### src/rtl/pkt_page_pkg.sv
package pkt_page_pkg;

    typedef enum logic [2:0] {
        PCMD_NOP      = 3'd0,
        PCMD_TX_ALLOC = 3'd1,
        PCMD_RESET    = 3'd2,
        PCMD_RX_DROP  = 3'd3,
        PCMD_RX_FREE  = 3'd4,
        PCMD_RELEASE  = 3'd5,
        PCMD_TX_ENQ   = 3'd6,
        PCMD_TX_CLR   = 3'd7
    } pcmd_e;

    localparam logic [7:0] IRQ_RX       = 8'h01;
    localparam logic [7:0] IRQ_TXDONE   = 8'h02;
    localparam logic [7:0] IRQ_TXIDLE   = 8'h04;
    localparam logic [7:0] IRQ_ALLOC    = 8'h08;
    localparam logic [7:0] ACK_CLR_MASK = 8'hD6;
    localparam logic [7:0] NO_PAGE      = 8'h80;

endpackage

### src/rtl/pkt_page_pick.sv
module pkt_page_pick #(
    parameter int NUM_PAGES = 4,
    localparam int PG_W = (NUM_PAGES > 1) ? $clog2(NUM_PAGES) : 1
) (
    input  logic [NUM_PAGES-1:0] used,
    output logic [PG_W-1:0]      free_idx,
    output logic                 all_used
);
    logic [NUM_PAGES-1:0] below_free;
    logic [NUM_PAGES-1:0] first;

    assign below_free[0] = 1'b0;
    generate
        for (genvar g = 1; g < NUM_PAGES; g++) begin : g_chain
            assign below_free[g] = below_free[g-1] | ~used[g-1];
        end
    endgenerate

    assign first    = ~used & ~below_free;
    assign all_used = &used;

    always_comb begin
        free_idx = '0;
        for (int i = 0; i < NUM_PAGES; i++) begin
            if (first[i]) free_idx = free_idx | PG_W'(i);
        end
    end
endmodule

### src/rtl/pkt_page_irq.sv
module pkt_page_irq #(
    parameter int W = 8
) (
    input  logic [W-1:0] status,
    input  logic [W-1:0] mask,
    output logic         line
);
    assign line = |(status & mask);
endmodule

### src/rtl/pkt_page_mgr.sv
module pkt_page_mgr
    import pkt_page_pkg::*;
#(
    parameter int NUM_PAGES = 4,
    localparam int PG_W  = (NUM_PAGES > 1) ? $clog2(NUM_PAGES) : 1,
    localparam int LEN_W = $clog2(NUM_PAGES + 1)
) (
    input  logic            clk,
    input  logic            rst_n,
    input  logic            cmd_valid,
    input  logic [2:0]      cmd_code,
    input  logic [7:0]      pkt_num,
    input  logic            auto_release,
    input  logic            tx_done,
    input  logic            rx_req,
    input  logic            ack_valid,
    input  logic [7:0]      ack_data,
    input  logic            mask_wr,
    input  logic [7:0]      mask_data,
    output logic [7:0]      alloc_result,
    output logic            tx_req_valid,
    output logic [PG_W-1:0] tx_req_page,
    output logic [7:0]      done_head,
    output logic [7:0]      rx_head,
    output logic            rx_accept,
    output logic [PG_W-1:0] rx_page,
    output logic [7:0]      int_status,
    output logic [7:0]      int_mask,
    output logic            irq
);
    localparam logic [LEN_W-1:0] QFULL  = LEN_W'(NUM_PAGES);
    localparam logic [LEN_W-1:0] LEN_1  = LEN_W'(1);
    localparam logic [7:0]       PG_LIM = 8'(NUM_PAGES);

    typedef logic [NUM_PAGES-1:0][PG_W-1:0] qarr_t;

    typedef struct packed {
        logic [NUM_PAGES-1:0] used;
        logic [7:0]           alloc_res;
        qarr_t                txq;
        logic [LEN_W-1:0]     txlen;
        qarr_t                dnq;
        logic [LEN_W-1:0]     dnlen;
        qarr_t                rxq;
        logic [LEN_W-1:0]     rxlen;
        logic [7:0]           stat;
        logic [7:0]           mask;
    } st_t;

    st_t st_q, st_d;

    // Queue head removal: every entry moves one place toward the head.
    function automatic qarr_t q_shift(qarr_t a);
        qarr_t r = a;
        for (int i = 0; i < NUM_PAGES - 1; i++) r[i] = a[i+1];
        return r;
    endfunction

    // Transmit allocation attempt on the given state.
    function automatic st_t try_tx_alloc(st_t x);
        st_t r = x;
        logic [PG_W-1:0] idx = '0;
        if (&x.used) begin
            r.alloc_res = NO_PAGE;
        end else begin
            for (int i = NUM_PAGES - 1; i >= 0; i--) begin
                if (!x.used[i]) idx = PG_W'(i);
            end
            r.used[idx] = 1'b1;
            r.alloc_res = 8'(idx);
            r.stat      = r.stat | IRQ_ALLOC;
        end
        return r;
    endfunction

    // Free a page and retry an allocation left pending.
    function automatic st_t free_page(st_t x, logic [PG_W-1:0] p);
        st_t r = x;
        r.used[p] = 1'b0;
        if (r.alloc_res == NO_PAGE) r = try_tx_alloc(r);
        return r;
    endfunction

    function automatic st_t rx_pop(st_t x);
        st_t r = x;
        if (x.rxlen != '0) begin
            r.rxq   = q_shift(x.rxq);
            r.rxlen = x.rxlen - LEN_1;
            if (r.rxlen != '0) r.stat = r.stat | IRQ_RX;
            else               r.stat = r.stat & ~IRQ_RX;
        end
        return r;
    endfunction

    logic [PG_W-1:0] pick_idx;
    logic            pick_full;

    pkt_page_pick #(.NUM_PAGES(NUM_PAGES)) pick_i (
        .used     (st_q.used),
        .free_idx (pick_idx),
        .all_used (pick_full)
    );

    logic rx_ok;
    assign rx_ok = rx_req && !pick_full && (st_q.rxlen != QFULL);

    always_comb begin
        st_t s;
        logic [PG_W-1:0] p;
        s = st_q;
        p = '0;

        // receive side request, judged on registered state
        if (rx_ok) begin
            s.used[pick_idx]                = 1'b1;
            s.rxq[s.rxlen[PG_W-1:0]]        = pick_idx;
            s.rxlen                         = s.rxlen + LEN_1;
            s.stat                          = s.stat | IRQ_RX;
        end

        // transmit completion handshake
        if (tx_done && s.txlen != '0) begin
            p       = s.txq[0];
            s.txq   = q_shift(s.txq);
            s.txlen = s.txlen - LEN_1;
            if (auto_release) begin
                s = free_page(s, p);
            end else if (s.dnlen != QFULL) begin
                s.dnq[s.dnlen[PG_W-1:0]] = p;
                s.dnlen                  = s.dnlen + LEN_1;
            end
        end

        if (cmd_valid) begin
            unique case (pcmd_e'(cmd_code))
                PCMD_NOP: ;
                PCMD_TX_ALLOC: begin
                    s.alloc_res = NO_PAGE;
                    s.stat      = s.stat & ~IRQ_ALLOC;
                    s           = try_tx_alloc(s);
                end
                PCMD_RESET: begin
                    s.used      = '0;
                    s.txlen     = '0;
                    s.dnlen     = '0;
                    s.rxlen     = '0;
                    s.alloc_res = 8'h00;
                end
                PCMD_RX_DROP: s = rx_pop(s);
                PCMD_RX_FREE: begin
                    if (s.rxlen != '0) s = free_page(s, s.rxq[0]);
                    s = rx_pop(s);
                end
                PCMD_RELEASE: begin
                    if (pkt_num < PG_LIM) s = free_page(s, pkt_num[PG_W-1:0]);
                end
                PCMD_TX_ENQ: begin
                    if (pkt_num < PG_LIM && s.txlen != QFULL) begin
                        s.txq[s.txlen[PG_W-1:0]] = pkt_num[PG_W-1:0];
                        s.txlen                  = s.txlen + LEN_1;
                    end
                end
                PCMD_TX_CLR: begin
                    s.txlen = '0;
                    s.dnlen = '0;
                end
                default: ;
            endcase
        end

        if (ack_valid) begin
            s.stat = s.stat & ~(ack_data & ACK_CLR_MASK);
            if (ack_data[1] && s.dnlen != '0) begin
                s.dnq   = q_shift(s.dnq);
                s.dnlen = s.dnlen - LEN_1;
            end
        end

        if (mask_wr) s.mask = mask_data;

        // level-type status bits follow queue occupancy
        if (s.txlen == '0) s.stat = s.stat | IRQ_TXIDLE;
        if (s.dnlen != '0) s.stat = s.stat | IRQ_TXDONE;

        st_d = s;
    end

    always_ff @(posedge clk) begin
        if (!rst_n) begin
            st_q           <= '0;
            st_q.stat      <= IRQ_TXIDLE;
            st_q.alloc_res <= 8'h00;
        end else begin
            st_q <= st_d;
        end
    end

    pkt_page_irq #(.W(8)) irq_i (
        .status (st_q.stat),
        .mask   (st_q.mask),
        .line   (irq)
    );

    assign alloc_result = st_q.alloc_res;
    assign tx_req_valid = (st_q.txlen != '0);
    assign tx_req_page  = st_q.txq[0];
    assign done_head    = (st_q.dnlen != '0) ? 8'(st_q.dnq[0]) : NO_PAGE;
    assign rx_head      = (st_q.rxlen != '0) ? 8'(st_q.rxq[0]) : NO_PAGE;
    assign rx_accept    = rx_ok;
    assign rx_page      = pick_idx;
    assign int_status   = st_q.stat;
    assign int_mask     = st_q.mask;
endmodule

### config.mk
export PLATFORM = sky130hd
export DESIGN_NAME = pkt_page_mgr
export DESIGN_NICKNAME = d
export VERILOG_FILES = /design/src/rtl/pkt_page_pkg.sv /design/src/rtl/pkt_page_pick.sv /design/src/rtl/pkt_page_irq.sv /design/src/rtl/pkt_page_mgr.sv
export SDC_FILE = /design/constraint.sdc
export NUM_CORES = 1
export LEC_CHECK = 0
export BUFFER_PORTS_ARGS = -buffer_cell sky130_fd_sc_hd__buf_2
export CELL_PAD_IN_SITES_DETAIL_PLACEMENT = 2
export CELL_PAD_IN_SITES_GLOBAL_PLACEMENT = 2
export CORE_UTILIZATION = 29
export DETAILED_ROUTE_END_ITERATION = 8
export HOLD_SLACK_MARGIN = 0.1
export PLACE_DENSITY = 0.85
export SLEW_MARGIN = 20
export SYNTH_ARGS = -nofsm -noshare
export SYNTH_HDL_FRONTEND = slang
export SYNTH_HIERARCHICAL = 1
export SYNTH_SLANG_ARGS = --single-unit
### constraint.sdc
create_clock -name clk -period 3.13 [get_ports clk]
set_input_delay 0.4695 -clock clk [delete_from_list [all_inputs] [get_ports clk]]
set_output_delay 0.4695 -clock clk [all_outputs]
set_load 0.05 [all_outputs]
# Word level (Yosys, flattened, before mapping)
# Cells that the tools add are included.
[word_totals] ff_bits=61 inputBits=35
[op_classes] n_addsub=7 n_lt_le_gt_ge=23 n_eq_ne=12 n_mux=109 bitwise=22 reduce_logical=34
[op_table] op="$mux W61" count=9
[op_table] op="$mux W2" count=39
[op_table] op="$mux W8" count=8
[op_table] op="$pmux W16 S4" count=1
[op_table] op="$pmux W12 S4" count=1
[op_table] op="$pmux W8 S3" count=2
[op_table] op="$mux W4" count=9
[op_table] op="$mux W17" count=2
[op_table] op="$lt A2 B3 Y1 const B" count=11
[op_table] op="$mux W11" count=3
[op_table] op="$mux W27" count=1
[op_table] op="$reduce_bool A3 Y1" count=9
[op_table] op="$bwmux W8" count=3
[op_table] op="$pmux W3 S4" count=2
[op_table] op="$mux W23" count=1
[op_table] op="$ge A2 B1 Y1 const B" count=11
[op_table] op="$not A4 Y4" count=5
[op_table] op="$or A4 B4 Y4" count=5
[op_table] op="$reduce_and A4 Y1" count=5
[op_table] op="$mux W19" count=1
[op_table] op="$mux W9" count=2
[op_table] op="$and A4 B4 Y4" count=4
[op_table] op="$and A8 B8 Y8" count=2
[op_table] op="$demux W1 S2" count=8
[op_table] op="21 further kinds" count=63

# Longest topological paths before layout
# Gate-level depths: netlist of the first run.
[logic_depth] depth_word=69 mapped_depth=16

# Modules after synthesis
# The synthesis of the first run kept the hierarchy.
[modules_own_cells] module="pkt_page_mgr" instances=1 cells_each=496 area_per_inst_um2=3975.1 seq_area_each_um2=1201.2
[modules_own_cells] module="pkt_page_irq" instances=1 cells_each=5 area_per_inst_um2=36.3 seq_area_each_um2=0.0
[modules_own_cells] module="pkt_page_pick" instances=1 cells_each=6 area_per_inst_um2=30.0 seq_area_each_um2=0.0

# Worst setup path before layout of the first run
# OpenSTA, ideal clock, no wires.
[synth_timing] kind="reg2reg" start="register st_q[38] (netlist bit)" end="register st_q, in the netlist int_status[1]" setup_time_ns=0.125 t_arrival_ns=3.593 path_slack_ns=-0.588 path_stages_with_launch=16 period_less_slack_ns=3.718 cell_sequence="dfxtp_1 inv_1 ha_1 and2b_2 clkinv_1 nand2_1 clkbuf_1 a211oi_2 mux2i_1 or2_2 ha_1 ha_1 or2_2 buf_1 mux2i_1 o41a_1"
[synth_via] elab_chain_cells=15
[synth_rtl] element="from (decl)" line="pkt_page_mgr.sv:50" rtl="st_t st_q, st_d;"
[synth_rtl] element="from (signal assigned)" line="pkt_page_mgr.sv:194" rtl="st_q <= st_d;"
[synth_rtl] element="$reduce_bool A3 Y1 (*)"
[synth_rtl] element="via tx_req_valid" line="pkt_page_mgr.sv:21" rtl="output logic tx_req_valid,"
[synth_rtl] element="$logic_and A1 B1 Y1 (*)" line="pkt_page_mgr.sv:122" rtl="if (tx_done && s.txlen != '0) begin"
[synth_rtl] element="$mux W61 (*)" line="pkt_page_mgr.sv:122"
[synth_rtl] element="$eq A8 B8 Y1 (tied with other cells)" line="pkt_page_mgr.sv:80" rtl="if (r.alloc_res == NO_PAGE) r = try_tx_alloc(r);"
[synth_rtl] element="$mux W61, on equally long branches" line="pkt_page_mgr.sv:80, pkt_page_mgr.sv:151"
[synth_rtl] element="$mux W61, on equally long branches" line="pkt_page_mgr.sv:151, pkt_page_mgr.sv:135"
[synth_rtl] element="$mux W61, on equally long branches" line="pkt_page_mgr.sv:135, pkt_page_mgr.sv:134"
[synth_rtl] element="$mux W61 / $pmux W3 S3 (equally long branches)" line="pkt_page_mgr.sv:134, pkt_page_mgr.sv:135"
[synth_rtl] element="$mux W17 / $mux W61 (equally long branches)" line="pkt_page_mgr.sv:86, pkt_page_mgr.sv:134"
[synth_rtl] element="$pmux W16 S4 / $reduce_bool A3 Y1 (equally long branches)" line="pkt_page_mgr.sv:135, pkt_page_mgr.sv:173"
[synth_rtl] element="$mux W61 (*)" line="pkt_page_mgr.sv:134" rtl="if (cmd_valid) begin"
[synth_rtl] element="parallel branches: the longest is 3 deep, another holds $sub A3 B1 Y3"
[synth_rtl] element="$mux W2 (*)" line="pkt_page_mgr.sv:183" rtl="if (s.dnlen != '0) s.stat = s.stat | IRQ_TXDONE;"
# Mark *: on every way through the listed nets, which the timed path passes. The select of a mux whose other input is x is not followed.
# A chain may end at the register's enable or synchronous reset.

# Worst setup path after layout of the first run
[layout_timing] start="register st_q, in the netlist alloc_result[2]" end="register st_q[60] (netlist bit)"
[layout_via] elab_chain_cells=26
[layout_rtl] element="$eq A8 B8 Y1" line="pkt_page_mgr.sv:80"
[layout_rtl] element="$mux W61" line="pkt_page_mgr.sv:80"
[layout_rtl] element="$mux W23" line="pkt_page_mgr.sv:126" rtl="if (auto_release) begin"
[layout_rtl] element="$mux W61 (*)" line="pkt_page_mgr.sv:122"
[layout_rtl] element="$and A4 B4 Y4 (no line)"
[layout_rtl] element="$mux W2 (4 in a row)" line="pkt_page_mgr.sv:67" rtl="if (!x.used[i]) idx = PG_W'(i);"
[layout_rtl] element="$mux W2" line="pkt_page_mgr.sv:63" rtl="if (&x.used) begin"
[layout_rtl] element="$mux W2" line="pkt_page_mgr.sv:80"
[layout_rtl] element="(+7 left out)"
[layout_rtl] element="$or A4 B4 Y4 (no line)"
[layout_rtl] element="$mux W4" line="pkt_page_mgr.sv:63"
[layout_rtl] element="$mux W61" line="pkt_page_mgr.sv:80"
[layout_rtl] element="$mux W61" line="pkt_page_mgr.sv:151" rtl="if (s.rxlen != '0) s = free_page(s, s.rxq[0]);"
[layout_rtl] element="$mux W61" line="pkt_page_mgr.sv:135" rtl="unique case (pcmd_e'(cmd_code))"
[layout_rtl] element="$mux W61" line="pkt_page_mgr.sv:134"
[layout_rtl] element="$pmux W12 S4" line="pkt_page_mgr.sv:135"
[layout_rtl] element="$mux W61 (*)" line="pkt_page_mgr.sv:134"
# Mark *: on every way between the ends. The rest lies on a longest branch, timed or not. The select of a mux whose other input is x is not followed.

==> results.toml, run 1 <==
[floorplan]
die_w_um = 120.1
num_rows = 42
die_area_mm2 = 0.01441
initial_core_util_pct = 30.16
coreArea_mm2 = 0.01340
fp.dieH_um = 120.1
ios = 82

[routing]
wl_per_cell_um = 18.84
initialDrtViolationCount = 213
viasPerCell = 5.300
vias = 3943
firstDrtPassIters = 5
drcViolationCount = 0
drtAntennaViolNets = 0
wl_um = 14020

[grt]
grt_max_degree = 32
grt_pass1_wl_um = 22520
met1_usage_pct = 21.60
gr-usage-all-layers_pct = 20.21
grt_most_used_layer = "met2"
grt_use_met3_pct = 4.563
antenna_found_initial = 0
overflow = 0
grt_pass1_vias = 4485
grtUsageMet2_pct = 37.46

[layout]
n_antenna_cell = 0
nNetsFinal = 618
drive_above_1_share_pct = 25.18
final_cells = 744
syn_to_final_growth_pct = 19.10

[cts]
clockBufferDepth = 2
numCtsBuffers = 9
htree_levels = 3
clk_pin_slew_ps = 60
clk_latency_ps = 340
postCtsHoldBufs = 0
clock-root-buffer = "clkbuf_16"
cts_sinks = 60
cts_tree = "done"

[flow_run]
max-cap-violations = 0

[sta]
slew_viol_final = 0
finalHoldViolCount = 0
period_minus_slack_ps = 3024
rsz0062_at_grt = "false"
worst_slew_pin_slew_ps = 789.0
setup_viol = 0
clock_skew_ps = 4.448
fmax_mhz = 330.7
slew_headroom_pct = 46.66
fin_crit_sh_pct = 96.60

[logic_synthesis]
async_flop_share_pct = 0
synth_edf_count = 0
syn-cell-area_mm2 = 0.004041
yosys_most_used_dff = "dfxtp_1"
synthTopCellsByCount = "nand2_1, dfxtp_1, nor2_1"
seq_area_frac_synth_pct = 29.72
synthCells = 507
ys_ff_latch = 60
synth.top_cell.area_share_pct = 29.72
yosysMostFrequentCell = "nand2_1"
syn_area_per_cell_um2 = 7.971
synth_cell_types = 72
yosysWarnings = 6
synth_top_area_cell = "dfxtp_1"
netlist_top_cells_area = "dfxtp_1, buf_4, ha_1"

[pwr]
ir_drop_mv = 0.2565
power_mw = 3.231
switching_share_pct = 38.95
leakagePower_nw = 2.218
seq_power_share_pct = 27.7
comb_power_share_pct = 39.3
powerDensity_mw_per_mm2 = 671.2
pwr-share-clk_pct = 33.1
power_switching_mw = 1.259
p_int_mw = 1.972

[hold_path]
hp-start = "ack_data[4]"
hold_class = "input port to flip-flop"

[status]
status = "finished clean"

[place]
gp_congestion = 0.8161
hpwl_um = 10550
dp_cells = 727
io_buffers = 67

[setup_path]
r2r_start = "alloc_result[2]$_SDFF_PN0_"
critPathMaxFanout = 6
critPathSlowestCell = "or4_1"
worstSetupPathType = "flip-flop to flip-flop"
cp-start-kind = "flip-flop"
cp.required_ps = 3410
critPathMaxStageDelay_ps = 650
end_kind = "flip-flop"
path_cells = "or4_4 -> or4_1 -> o32ai_1 -> nand2_1 -> buf_4 -> a2111oi_2 -> o21a_1"
cp.arrival_ps = 3310
critPathLaunch = "alloc_result[2]$_SDFF_PN0_"
[timing repair]
action / in CTS / in global routing
resized for setup: 6 / 10
hold endpoints to repair: 0 / 0
gates cloned: 0 / 0
pin swaps: 3 / 5
buffers inserted: 0 / 1
endpoints found under the setup margin: 3 / 8
[metal layers]
layer	up-vias	wire, um
li1	1827	-
met1	1962	5665
met2	117	7288
met3	37	688
met4	0	376
met5	-	0
[power groups by stage]
stage / combinational, mW / clock [mW] / sequential (mW)
2_1_floorplan: 0.918 / 0 / 0.892
3_3_place_gp: 1.15 / 0 / 0.901
3_5_place_dp: 1.23 / 0 / 0.908
4_1_cts: 1.26 / 1.09 / 0.894
5_1_grt: 1.39 / 1.13 / 0.903
6_report: 1.27 / 1.07 / 0.894
[cells by family after synthesis]
logic type | count (synthesis) | share of synthesized area [%]
compound gates | 96 | 17.00
flops | 60 | 29.72
fa+ha+maj | 20 | 6.192
other cells | 1 | 0.09279
simple gates | 215 | 26.66
buf+inv | 82 | 12.35
xor+xnor | 7 | 1.517
mux | 26 | 6.471
[path summary, 6_finish.rpt]
kind / endpoint / slack, ps / cells after the start
hold reg to reg: st_q[47]$_SDFFE_PN0P_ / 470 / 2
setup / recovery: st_q[60]$_SDFF_PN0_ / 110 / 7
hold / removal: int_status[4]$_SDFFE_PN0P_ / 300 / 2
setup reg to reg: st_q[60]$_SDFF_PN0_ / 110 / 7
[critical path, delay by kind of cell (launching register included)]
family,cells,cell delay (ps)
AND/OR/NAND/NOR,3,1370
AO/OA/AOI/OAI,3,1090
flip-flops,1,320
buffers and inverters,1,190
[cell type report]
type	count	area [um^2]
clock buffer	9	225.2
clock inverter	7	91.34
fill	1570	8587
inverter	23	91.34
multi-input combinational	376	2451
sequential	60	1204
tap	176	220.2
timing repair buffer	93	530.5
[sequential cells by signal (all words and copies together) (netlist names)]
signal	count
st_q	35
int_mask	8
tx_req_page	2
alloc_result	8
int_status	7
[cells in the final DEF (no fill, tap or decap), types with 3 or more instances in the layout]
cell type	netlist	layout
a211oi_1	6	6
a21oi_1	21	20
a21oi_2	2	3
a22oi_1	6	6
a311oi_1	7	7
a31oi_1	8	8
a41oi_1	3	3
and2_1	17	16
and3_1	13	13
buf_2	2	67
buf_4	37	26
clkbuf_16	0	9
clkinv_2	0	3
conb_1	1	12
dfxtp_1	60	58
ha_1	20	18
inv_1	22	21
mux2i_1	25	24
nand2_1	64	63
nand2b_1	8	8
nand3_1	14	14
nor2_1	58	57
nor2b_1	6	6
nor3_1	9	9
o21a_1	3	3
o21ai_0	11	9
o22ai_1	4	4
xnor2_1	6	5
[per-stage QoR]
stage               hold slack [ps]  TNS (ps)  area, um^2  setup WS, ps  util [%]
floorplan                     425.1         0        4130         26.35         -
global placement              442.3         0        4439         169.3     33.13
detailed placement            460.0    -65.33        4439        -52.34     33.13
CTS                           295.9         0        4771         9.486     35.60
global route                  293.4         0        4813         4.341     35.92
finish                        302.2         0        4813         106.4     35.92
Power figures use the tool's default switching activity.
==> run 2: changes to the inputs <==
- CORE_MARGIN: unset -> 10
- clock period: 3.13 -> 2.5 ns (I/O delays scaled with it)
==> run 2 against run 1 <==
  * Combinational power rose by 95%
  * Design area rose by 23%
  * The run now ends with setup timing left
  * Maximum frequency rose by 5.3%
==> results.toml, run 2 (synthesized netlist as in run 1, its figures left out) <==
[setup_path]
crit_family = "simple AND/OR/NAND/NOR gates"
r2r_start = "st_q[58]$_SDFF_PN0_"
cp.required_ps = 2790
critPathMaxFanout = 6
path_cells = "nand2_2 -> nor2_4 -> and2b_2 -> and2_4 -> nor2_4 -> a21oi_4 -> ha_4 -> ha_4 -> inv_4 -> nand2b_4 -> a211o_4 -> nor4b_4 -> nand2_1 -> o21ai_2 -> a32o_1"
cp-start-kind = "flip-flop"
critPathLaunch = "st_q[58]$_SDFF_PN0_"
end_kind = "flip-flop"
r2r_slack_ps = -370
critPathSlowestCell = "dfxtp_2"
cp.depth = 15
crit_buf_inv = 1
worst_r2r_path_depth = 15
cp.arrival_ps = 3160
critPathMaxStageDelay_ps = 360
worstSetupPathType = "flip-flop to flip-flop"

[layout]
final_cell_mix = "buf_4, buf_2, nand2_1, dfxtp_1, nor2_1"
largest-register = "st_q"
final_common_cell = "buf_4"
syn_to_final_growth_pct = 47.03
fin_util_pct = 43.14
fill_cells = 1541
drive_above_1_share_pct = 45.15
largest_reg_flops = 35
nNetsFinal = 699
final_cells = 830

[sta]
clock_skew_ps = 16.54
worst_slew_pin_slew_ps = 678.5
period_minus_slack_ps = 2870
fmax_mhz = 348.4
finalHoldViolCount = 0
slew_headroom_pct = 54.68
setup_viol = 32
rsz0062_at_grt = "true"
worst_slack_ps = -370.1
fin_crit_sh_pct = 114.8
slew_viol_final = 0
whs_ps = 206.3

[cts]
cts_sinks = 60
clk_latency_ps = 360
numCtsBuffers = 9
clockBufferDepth = 2
htree_levels = 3
clk_pin_slew_ps = 70
clock-root-buffer = "clkbuf_16"
cts_tree = "done"
postCtsHoldBufs = 0

[floorplan]
ios = 82
die_w_um = 138.1
initial_core_util_pct = 29.34
fp.dieH_um = 138.1
coreArea_mm2 = 0.01377
num_rows = 43
die_area_mm2 = 0.01906

[place]
gp_congestion = 0.8390
dp_cells = 790
io_buffers = 67
hpwl_um = 12280

[status]
violations = "setup timing"
status = "finished with violations"

[routing]
initialDrtViolationCount = 238
drtAntennaViolNets = 0
drcViolationCount = 0
viasPerCell = 5.286
wl_per_cell_um = 23.97
vias = 4387
firstDrtPassIters = 4
wl_um = 19900

[hold_path]
hp-start = "ack_data[4]"
hold_path_depth = 2
hold_class = "input port to flip-flop"

[grt]
grt_max_degree = 32
overflow = 0
gr-usage-all-layers_pct = 17.65
grt_pass1_wl_um = 27390
antenna_found_initial = 1
grt_pass1_vias = 5012

[pwr]
leakagePower_nw = 2.790
powerDensity_mw_per_mm2 = 843.5
ir_drop_mv = 0.3208

[flow_run]
max-cap-violations = 0
run 2: where the power goes:
group / switching (mW) / internal, mW / leakage (nW)
Combinational: 1.42 / 1.05 / 2.13
Clock: 0.503 / 0.911 / 0.167
Sequential: 0.0683 / 1.05 / 0.491
Total: 1.99 / 3.02 / 2.79
run 2: path summary, 6_finish.rpt:
kind / to
worst min register to register: st_q[48]$_SDFFE_PN0P_
worst max-delay path: alloc_result[0]$_SDFF_PN0_
worst min-delay path: int_status[4]$_SDFFE_PN0P_
worst max register to register: alloc_result[0]$_SDFF_PN0_
run 2: through the flow:
step / instance area (um^2) / setup TNS (ps) / total power [mW] / setup slack [ps]
2_1_floorplan: 4298 / -2300 / 2.358 / -495.8
3_3_place_gp: 5036 / -1504 / 2.959 / -283.2
3_5_place_dp: 5036 / -4110 / 3.108 / -309.0
4_1_cts: 5568 / -2872 / 4.723 / -335.7
5_1_grt: 5939 / -8151 / 5.267 / -462.3
6_report: 5942 / -4273 / 5.012 / -370.1
run 2: cell type report:
| cell class | count | area, um^2 | area share, % |
|---|---|---|---|
| multi-input cells | 376 | 2889 | 48.62 |
| flip-flops and latches | 60 | 1215 | 20.45 |
| repair buffers | 174 | 1185 | 19.94 |
| clock buffers | 13 | 291.5 | 4.906 |
| well taps | 180 | 225.2 | 3.790 |
| inverters | 23 | 93.84 | 1.579 |
| clock inverters | 3 | 40.04 | 0.6738 |
| diodes | 1 | 2.502 | 0.04211 |
run 2: metal layers:
layer / wire, um / global-route usage [%]
met2: 10210 / 31.22
met4: 757 / 7.880
met1: 7922 / 19.19
met5: 0 / 0
met3: 1013 / 4.829
run 2: timing repair:
item                                   4_1_cts  5_1_grt
setup endpoints to repair                   39       39
pin swaps                                   24       34
endpoints found under the hold margin        0        0
setup buffers                               10       14
gates resized for setup                     31       60
==> run 3: changes to the inputs <==
--- a/config.mk
+++ b/config.mk
@@ -6,12 +6,13 @@
 export NUM_CORES = 1
 export LEC_CHECK = 0
+export ABC_AREA = 1
 export BUFFER_PORTS_ARGS = -buffer_cell sky130_fd_sc_hd__buf_2
 export CELL_PAD_IN_SITES_DETAIL_PLACEMENT = 2
 export CELL_PAD_IN_SITES_GLOBAL_PLACEMENT = 2
 export CORE_MARGIN = 10
-export CORE_UTILIZATION = 29
+export CORE_UTILIZATION = 30
 export DETAILED_ROUTE_END_ITERATION = 8
 export HOLD_SLACK_MARGIN = 0.1
-export PLACE_DENSITY = 0.85
+export PLACE_DENSITY = 0.88
 export SLEW_MARGIN = 20
 export SYNTH_ARGS = -nofsm -noshare
==> constraint.sdc (replaced) <==
create_clock -name clk -period 3 [get_ports clk]
set_input_delay 0.6 -clock clk [delete_from_list [all_inputs] [get_ports clk]]
set_output_delay 0.6 -clock clk [all_outputs]
set_load 0.05 [all_outputs]
==> run 3 against run 2 <==
  * Critical endpoint is now int_status[3]$_SDFF_PN0_
  * The flow now finishes without violations
  * Clock-buffer cell count down 1
  * Area after synthesis up 2.0%
  * Design area down 19%
  * Largest cell class unchanged
==> results.toml, run 3 <==
[status]
status = "finished clean"

[cts]
postCtsSetupRepairBufs = 0
clk_latency_ps = 340
clk_pin_slew_ps = 50
postCtsHoldBufs = 0
cts_tree = "done"
numCtsBuffers = 9
cts_sinks = 60
clock-root-buffer = "clkbuf_16"
clockBufferDepth = 2
htree_levels = 3

[sta]
slew_headroom_pct = 35.03
finalHoldViolCount = 0
worst_slack_ps = 248.1
period_minus_slack_ps = 2752
rsz0062_at_grt = "false"
setup_viol = 0
worst_slew_pin_slew_ps = 973.5
slew_viol_final = 0
fin_crit_sh_pct = 91.73
clock_skew_ps = 7.657
fmax_mhz = 363.4

[logic_synthesis]
synth_top_area_cell = "dfxtp_1"
yosys_most_used_dff = "dfxtp_1"
synth_cell_types = 45
yosysMostFrequentCell = "nand2_1"
ys_ff_latch = 60
syn-cell-area_mm2 = 0.004121
synth.top_cell.area_share_pct = 29.14
netlist_top_cells_area = "dfxtp_1, nand2_1, nor2_1"
synthTopCellsByCount = "nand2_1, nor2_1, dfxtp_1, inv_1, a21oi_1"
yosysWarnings = 6
synth_edf_count = 0
synthCells = 620
syn_area_per_cell_um2 = 6.648
async_flop_share_pct = 0
seq_area_frac_synth_pct = 29.14

[layout]
multi_input_area_mm2 = 0.002416
largest_reg_flops = 35
seq_area_mm2 = 0.001201
nNetsFinal = 732
syn_to_final_growth_pct = 17.46
final_cells = 856
largest-register = "st_q"
final_common_cell = "nand2_1"
n_antenna_cell = 0
final_cell_mix = "nand2_1, nor2_1, buf_2"
drive_above_1_share_pct = 22.06
fin_util_pct = 36.27
fill_cells = 1600

[grt]
met1_usage_pct = 19.45
grt_most_used_layer = "met2"
gr-usage-all-layers_pct = 17.96
grt_pass1_vias = 4853
antenna_found_initial = 0
overflow = 0
grt_pass1_wl_um = 26580
grt_max_degree = 38
grtUsageMet2_pct = 33.82
grt_use_met3_pct = 3.205

[routing]
wl_um = 16850
initialDrtViolationCount = 171
vias = 4258
drcViolationCount = 0
drtAntennaViolNets = 0
wl_per_cell_um = 19.69
firstDrtPassIters = 4
viasPerCell = 4.974

[floorplan]
initial_core_util_pct = 30.88
die_area_mm2 = 0.01883
fp.dieH_um = 137.2
coreArea_mm2 = 0.01335
die_w_um = 137.2
num_rows = 42
ios = 82

[setup_path]
critPathMaxFanout = 8
cp.arrival_ps = 2920
worstSetupPathType = "flip-flop to flip-flop"
cp-start-kind = "flip-flop"
worst_r2r_path_depth = 15
end_kind = "flip-flop"
cp.required_ps = 3170

[place]
gp_congestion = 0.8576
io_buffers = 67
hpwl_um = 12290
place_ws_ps = -30.39
dp_cells = 842

[pwr]
powerDensity_mw_per_mm2 = 606.2
switching_share_pct = 38.55
seq_power_share_pct = 31.1
ir_drop_mv = 0.2416
power_switching_mw = 1.131
comb_power_share_pct = 33.0
leakagePower_nw = 2.174
p_int_mw = 1.803
pwr-share-clk_pct = 35.8

[flow_run]
max-cap-violations = 0

[hold_path]
hold_class = "input port to flip-flop"
hold_path_depth = 2
## run 3: cell count changes in the layout (fill, tap and decap cells not counted), sizes merged, moves of 8 or more
cell    delta
and2      -19
a21oi     +37
and3      -13
nand2b     -8
o21ai     +50
inv       +48
mux2i     -25
buf       -94
nor2      +42
nand2     +78
## run 3: repair_timing
action | CTS | global route
hold endpoints to repair | 0 | 0
gates resized for setup | 2 | 8
endpoints found under the setup margin | 9 | 9
## run 3: per-layer routing
metal  share of wire (%)  wire length (um)  vias up
li1                    -                 -     2064
met1                  39              6598     2099
met2                  56              9372       71
met3                 3.0               510       24
met4                 2.2               370        0
met5                   0                 0        -
## run 3: metrics by stage
| step | total power [mW] | instance area [um^2] | hold slack, ps | TNS [ps] |
|---|---|---|---|---|
| final | 2.935 | 4841 | 432.7 | 0 |
| after CTS | 2.937 | 4800 | 426.6 | 0 |
| after global placement | 1.784 | 4507 | 436.2 | 0 |
| after detailed placement | 1.859 | 4507 | 450.8 | -30.39 |
| after global routing | 3.089 | 4841 | 439.1 | 0 |
| after floorplan | 1.597 | 4163 | 424.5 | 0 |
## run 3: final timing paths
check / from / to / slack, ps
setup reg to reg: st_q[39]$_SDFF_PN0_ / int_status[3]$_SDFF_PN0_ / 250
setup / recovery: st_q[39]$_SDFF_PN0_ / int_status[3]$_SDFF_PN0_ / 250
hold / removal: ack_data[4] / int_status[4]$_SDFFE_PN0P_ / 430
hold reg to reg: int_status[6]$_SDFFE_PN0P_ / int_status[6]$_SDFFE_PN0P_ / 470
## run 3: cell families after synthesis
logic type,count (synthesis),share of synthesized area [%]
buffers and inverters,118,14.15
AOI/OAI and AO/OA,138,18.46
DFF,60,29.14
other,1,0.09099
xor gates and xnor gates,4,0.8502
and+or+nand+nor,279,31.24
adders and majority gates,20,6.072
## run 3: layout make-up
cell class	count	share of cell area (%)
multi-input cells	453	49.91
flip-flops and latches	60	24.81
repair buffers	80	8.943
inverters	73	5.764
clock buffers	12	5.299
well taps	176	4.549
clock inverters	2	0.7237
## run 3: power groups by stage
| stage | clock, mW | sequential (mW) | combinational (mW) |
|---|---|---|---|
| after floorplan | 0 | 0.908 | 0.689 |
| after global placement | 0 | 0.917 | 0.866 |
| after detailed placement | 0 | 0.924 | 0.935 |
| after CTS | 1.06 | 0.912 | 0.962 |
| after global routing | 1.10 | 0.919 | 1.07 |
| final | 1.05 | 0.913 | 0.970 |
## run 3: critical path: stages (launching register included)
cell	delay, ps
dfxtp_1	350
inv_1	80
ha_1	220
nand2_2	90
nand2_2	100
buf_4	190
nor2_4	190
nand2_4	110
nor2_4	190
nand3_1	90
nand2_1	210
nand2_1	120
o21ai_0	340
nand4_1	140
nand2_1	100
a21oi_1	70
